$ cat config.mk
export PLATFORM = sky130hd
export DESIGN_NAME = gated_timer
export DESIGN_NICKNAME = d
export VERILOG_FILES = /design/src/rtl/gt_pkg.sv /design/src/rtl/gt_edge_sync.sv /design/src/rtl/gt_ctrl.sv /design/src/rtl/gt_counter.sv /design/src/rtl/gated_timer.sv
export SDC_FILE = /design/constraint.sdc
export NUM_CORES = 1
export LEC_CHECK = 0
export ABC_AREA = 0
export BUFFER_PORTS_ARGS = -buffer_cell sky130_fd_sc_hd__buf_2
export CORE_MARGIN = 1.5
export CORE_UTILIZATION = 30
export CTS_CLUSTER_DIAMETER = 50
export DETAILED_ROUTE_END_ITERATION = 8
export RECOVER_POWER = 100
export SYNTH_ARGS = -nofsm -noshare
export SYNTH_HDL_FRONTEND = slang
export SYNTH_SLANG_ARGS = --single-unit
$ cat constraint.sdc
create_clock -name clk -period 2.3 [get_ports clk]
set_clock_uncertainty 0.1 [all_clocks]
set_input_delay 0.115 -clock clk [delete_from_list [all_inputs] [get_ports clk]]
set_output_delay 0.115 -clock clk [all_outputs]
set_load 0.01 [all_outputs]
$ cat src/rtl/gt_pkg.sv
package gt_pkg;
  typedef enum logic [1:0] {
    START_FREE      = 2'd0,
    START_ANY_EDGE  = 2'd1,
    START_ACT_EDGE  = 2'd2,
    START_ACT_LEVEL = 2'd3
  } start_sel_e;

  typedef enum logic [1:0] {
    CLR_NONE        = 2'd0,
    CLR_IDLE_LVL_PM = 2'd1,
    CLR_ARM_PM      = 2'd2,
    CLR_PM          = 2'd3
  } clr_sel_e;

  typedef enum logic [1:0] {
    HALT_NONE     = 2'd0,
    HALT_ANY_EDGE = 2'd1,
    HALT_ACT_EDGE = 2'd2,
    HALT_PM       = 2'd3
  } halt_sel_e;
endpackage

$ cat src/rtl/gt_edge_sync.sv
module gt_edge_sync #(
  parameter int STAGES = 2
) (
  input  logic clk,
  input  logic rst_n,
  input  logic async_i,
  input  logic pol_i,
  output logic act_lvl_o,
  output logic any_edge_o,
  output logic act_edge_o
);
  localparam int LAST = STAGES - 1;

  logic [LAST:0] chain_q;
  logic          prev_q;
  logic          synced;

  always_ff @(posedge clk or negedge rst_n) begin
    if (!rst_n) begin
      chain_q <= '0;
      prev_q  <= 1'b0;
    end else begin
      chain_q <= {chain_q[LAST-1:0], async_i};
      prev_q  <= chain_q[LAST];
    end
  end

  assign synced     = chain_q[LAST];
  assign act_lvl_o  = synced ^ pol_i;
  assign any_edge_o = synced ^ prev_q;
  assign act_edge_o = act_lvl_o & ~(prev_q ^ pol_i);
endmodule

$ cat src/rtl/gt_ctrl.sv
module gt_ctrl
  import gt_pkg::*;
(
  input  logic       clk,
  input  logic       rst_n,
  input  logic       on_i,
  input  start_sel_e start_sel,
  input  clr_sel_e   clr_sel,
  input  halt_sel_e  halt_sel,
  input  logic       act_lvl,
  input  logic       any_edge,
  input  logic       act_edge,
  input  logic       at_period,
  output logic       run_o,
  output logic       inc_o,
  output logic       clear_o,
  output logic       cap_ev_o
);
  logic run_q, on_q;
  logic start_ev, halt_ev, match, lvl_clear, arm_clear, pm_clear, cap_raw;

  always_ff @(posedge clk or negedge rst_n) begin
    if (!rst_n) on_q <= 1'b0;
    else        on_q <= on_i;
  end

  always_comb begin
    unique case (start_sel)
      START_FREE:      start_ev = on_i & ~on_q;
      START_ANY_EDGE:  start_ev = any_edge;
      START_ACT_EDGE:  start_ev = act_edge;
      default:         start_ev = act_lvl;
    endcase
  end

  assign match = run_q & at_period;

  always_comb begin
    unique case (halt_sel)
      HALT_NONE:     begin halt_ev = 1'b0;     cap_raw = act_edge; end
      HALT_ANY_EDGE: begin halt_ev = any_edge; cap_raw = any_edge; end
      HALT_ACT_EDGE: begin halt_ev = act_edge; cap_raw = act_edge; end
      default:       begin halt_ev = match;    cap_raw = match;    end
    endcase
  end

  assign lvl_clear = on_i & (clr_sel == CLR_IDLE_LVL_PM) & ~act_lvl;
  assign arm_clear = (clr_sel == CLR_ARM_PM) & start_ev & ~run_q & ~halt_ev;
  assign pm_clear  = (clr_sel != CLR_NONE) & match;

  always_ff @(posedge clk or negedge rst_n) begin
    if (!rst_n)                             run_q <= 1'b0;
    else if (!on_i)                         run_q <= 1'b0;
    else if (halt_ev)                       run_q <= 1'b0;
    else if (start_sel == START_ACT_LEVEL)  run_q <= act_lvl;
    else if (start_ev)                      run_q <= 1'b1;
  end

  assign run_o    = run_q & ~lvl_clear;
  assign inc_o    = on_i & run_q & ~halt_ev;
  assign clear_o  = on_i & (lvl_clear | arm_clear | pm_clear);
  assign cap_ev_o = on_i & cap_raw;
endmodule

$ cat src/rtl/gt_counter.sv
module gt_counter #(
  parameter int WIDTH = 16
) (
  input  logic             clk,
  input  logic             rst_n,
  input  logic             clear_i,
  input  logic             inc_i,
  input  logic             cap_ev_i,
  output logic [WIDTH-1:0] count_o,
  output logic [WIDTH-1:0] cap_o,
  output logic             cap_stb_o
);
  localparam logic [WIDTH-1:0] ONE = {{(WIDTH-1){1'b0}}, 1'b1};

  logic [WIDTH-1:0] count_q, cap_q;
  logic             stb_q;

  always_ff @(posedge clk or negedge rst_n) begin
    if (!rst_n)       count_q <= '0;
    else if (clear_i) count_q <= '0;
    else if (inc_i)   count_q <= count_q + ONE;
  end

  always_ff @(posedge clk or negedge rst_n) begin
    if (!rst_n) begin
      cap_q <= '0;
      stb_q <= 1'b0;
    end else begin
      stb_q <= cap_ev_i;
      if (cap_ev_i) cap_q <= count_q;
    end
  end

  assign count_o   = count_q;
  assign cap_o     = cap_q;
  assign cap_stb_o = stb_q;
endmodule

$ cat src/rtl/gated_timer.sv
module gated_timer
  import gt_pkg::*;
#(
  parameter int WIDTH       = 16,
  parameter int SYNC_STAGES = 2
) (
  input  logic             clk,
  input  logic             rst_n,
  input  logic             on_i,
  input  logic             ext_i,
  input  logic             pol_i,
  input  logic [1:0]       start_sel_i,
  input  logic [1:0]       clr_sel_i,
  input  logic [1:0]       halt_sel_i,
  input  logic [WIDTH-1:0] period_i,
  output logic [WIDTH-1:0] count_o,
  output logic             run_o,
  output logic             level_o,
  output logic [WIDTH-1:0] cap_o,
  output logic             cap_stb_o
);
  logic act_lvl, any_edge, act_edge, at_period;
  logic inc, clear, cap_ev, run;

  gt_edge_sync #(.STAGES(SYNC_STAGES)) u_sync (
    .clk(clk), .rst_n(rst_n), .async_i(ext_i), .pol_i(pol_i),
    .act_lvl_o(act_lvl), .any_edge_o(any_edge), .act_edge_o(act_edge)
  );

  gt_ctrl u_ctrl (
    .clk(clk), .rst_n(rst_n), .on_i(on_i),
    .start_sel(start_sel_e'(start_sel_i)),
    .clr_sel(clr_sel_e'(clr_sel_i)),
    .halt_sel(halt_sel_e'(halt_sel_i)),
    .act_lvl(act_lvl), .any_edge(any_edge), .act_edge(act_edge),
    .at_period(at_period),
    .run_o(run), .inc_o(inc), .clear_o(clear), .cap_ev_o(cap_ev)
  );

  gt_counter #(.WIDTH(WIDTH)) u_cnt (
    .clk(clk), .rst_n(rst_n), .clear_i(clear), .inc_i(inc),
    .cap_ev_i(cap_ev), .count_o(count_o), .cap_o(cap_o),
    .cap_stb_o(cap_stb_o)
  );

  assign at_period = (count_o == period_i);
  assign run_o     = run;
  assign level_o   = run;
endmodule

==> results.cfg <==
[route]
drt_wl_total_um = 5550
vias_per_cell = 4.84
wl_per_cell_um = 14.2
drt_pass1_iterations = 4
vias = 1898
postRouteAntennaNets = 0
drc = 0
drt_iter0_markers = 121

[logic_synthesis]
avgSynthCellArea_um2 = 10.4
ys_types = 41
yosysMostFrequentCell = dfrtp_1
syn-cell-area_mm2 = 0.00210
ys_top_cells_by_count = 38 x dfrtp_1, 20 x a21oi_1, 16 x xnor2_1
synthFlopType = dfrtp_1
yosys.area.top_type = dfrtp_1
synth_top_area_share_pct = 45.3
ys_warn_count = 0
synth_edf_count = 0
synth_seq_area_share_pct = 45.3
netlist_instances = 202
ys_top_cells_by_area = dfrtp_1 45%, xnor2_1 6.7%, mux2_4 6.4%, a21oi_1 4.8%, mux2_2 3.8%
async_flop_share_pct = 100
synth-seq-cells = 38
syn_nets = 230

[power_and_ir_drop]
power_density_mw_per_mm2 = 570
ir_drop_mv = 0.225
total_power_mw = 1.59
leakage_nw = 1.28

[grt]
grt_usage_pct = 15.5
grt_pass1_vias = 1757
antenna_found_initial = 0
grt_max_degree = 39
grt_pass1_wl_um = 8830
overflow = 0

[setup_path]
critPathBufInv = 2
worstReg2RegEnd = u_cnt.count_o[10]$_DFFE_PN0P_
worstRegToRegCells = 7
worstSetupStartpointType = register
required_ns = 2.42
path_cells = xor2_1 > a2111oi_2 > buf_4 > o21ai_1 > buf_4 > or4_1 > a21oi_1
critPathArrivalTime_ns = 2.35
max_stage_delay_ns = 0.50
path_delay_family = compound AO/OA/AOI/OAI gates
critical_path_class = register to register
crit_path_frequent_cell = buf_4
r2r_setup_slack_ns = 0.07
end_kind = register
r2r-start = u_sync.chain_q[1]$_DFF_PN0_
slowest_stage = or4_1
critPathMaxFanout = 13

[hold_path]
min_to = u_ctrl.run_q$_DFFE_PN0P_
worstHoldStart = start_sel_i[1]
worst_hold_path_type = primary input to register
whs_path_depth = 4

[layout]
nNetsFinal = 323
drive_gt1_share_pct = 30.1
diodes = 0
final_cell_count_no_fill = 392
syn2layout_area_growth_pct = 32.9

[floorplanning]
pin_count = 62
chipHeight_um = 86.6
dieArea_mm2 = 0.00750
die_w_um = 86.6
rows = 30
core_area_mm2 = 0.00679
start_util_pct = 30.9

[timing]
slew_headroom_pct = 35.6
drv_slew = 0
tightest_slew_ns = 0.966
setup_viol = 0
hold_viol_final = 0
max_freq_mhz = 449
period_minus_slack_ns = 2.23
finalCritPeriodShare_pct = 96.8

[status]
status = completed

[place]
dp_hpwl_um = 4000
gp_congestion = 0.810
io_buffers = 61
placed_cells = 380

[cts]
clkSinkCount = 38
clk_latency_ns = 0.29
cts_buffers = 5
cts_root_buf = clkbuf_8
htreeDepth = 2
clk_pin_slew_ns = 0.08
cts_tree = built
cts_buffer_depth = 2

[job]
maxCapViolations = 0
==> per-stage QoR <==
step	setup WS (ns)	hold WS, ns	instance area, um^2	util, %	TNS [ns]
final	0.0736	0.175	2790	41.0	0
after global routing	-0.0100	0.228	2790	41.0	-0.0100
after CTS	0.0149	0.158	2820	41.5	0
after detailed placement	-0.0465	0.136	2690	39.6	-0.0939
after global placement	-0.0178	0.135	2690	39.6	-0.0324
after floorplan	0.0222	-0.281	2100	-	0
==> report_power, final <==
part           switching [mW]  internal [mW]
logic                   0.190          0.165
registers              0.0301          0.716
clock network           0.246          0.241
total                   0.466           1.12
==> cells in the final DEF (no fill, tap or decap), drive strengths merged, types with 2 or more instances in the layout <==
master / n
clkbuf: 40
xnor2: 16
inv: 6
nand4: 6
o31ai: 5
nor2: 11
or4: 5
nand3: 9
nor4: 2
mux2: 16
or3: 9
xor2: 5
dlygate4sd3: 3
o22ai: 2
nand2: 10
o21ai: 11
dfrtp: 38
nand2b: 4
and3: 5
buf: 55
a21oi: 20
a31oi: 3
==> cell type report <==
| class | instances | area, um^2 |
|---|---|---|
| timing repair buffer | 92 | 479 |
| clock buffer | 6 | 82.6 |
| multi-input combinational | 152 | 1120 |
| tap | 96 | 120 |
| inverter | 6 | 22.5 |
| fill | 687 | 4010 |
| sequential | 38 | 951 |
| clock inverter | 2 | 12.5 |
==> flip-flops by register name (all words and copies together) (netlist names) <==
signal	count
u_cnt.cap_o	16
u_cnt.cap_stb_o	1
u_cnt.count_o	16
u_ctrl.on_q	1
u_ctrl.run_q	1
u_sync.chain_q	2
u_sync.prev_q	1
==> cells by family after synthesis <==
kind of cell / count (synthesis) / synth area share (%)
muxes: 17 / 10.7
buffers and inverters: 12 / 2.74
DFF: 38 / 45.3
adders and majority gates: 1 / 0.596
AOI/OAI and AO/OA: 47 / 13.7
xor gates and xnor gates: 21 / 8.77
and+or+nand+nor: 66 / 18.2
==> timing repair <==
item	in CTS	in global routing
resized for setup	1	5
buffers inserted	0	1
hold buffers	3	0
pin swaps	0	1
setup endpoints to repair	3	32
endpoints found under the hold margin	40	0
==> worst min-delay path, cell delays in order <==
cell and delay [ns]:
buf_2 0.13, a21oi_1 0.07, a31oi_1 0.16, nor2_1 0.05
==> routing by layer <==
| metal | vias to the layer above | share of wire, % | GRT usage [%] |
|---|---|---|---|
| li1 | 928 | - | - |
| met1 | 915 | 46 | 21.3 |
| met2 | 51 | 48 | 23.6 |
| met3 | 4 | 4.9 | 3.71 |
| met4 | 0 | 1.1 | 5.87 |
| met5 | - | 0 | 0 |
==> how the worst max path moves through the flow <==
stage                                  startpoint                             to  cells past startpoint
detailed placement    u_sync.chain_q[1]$_DFF_PN0_  u_cnt.count_o[10]$_DFFE_PN0P_                      8
floorplan            u_cnt.count_o[3]$_DFFE_PN0P_    u_cnt.cap_o[10]$_DFFE_PN0P_                      7
global placement      u_sync.chain_q[1]$_DFF_PN0_   u_cnt.count_o[5]$_DFFE_PN0P_                      8
finish                u_sync.chain_q[1]$_DFF_PN0_  u_cnt.count_o[10]$_DFFE_PN0P_                      7
global route        u_cnt.count_o[14]$_DFFE_PN0P_   u_cnt.count_o[1]$_DFFE_PN0P_                      8
CTS                   u_sync.chain_q[1]$_DFF_PN0_  u_cnt.count_o[10]$_DFFE_PN0P_                      8
(Power assumes the default switching activity.)
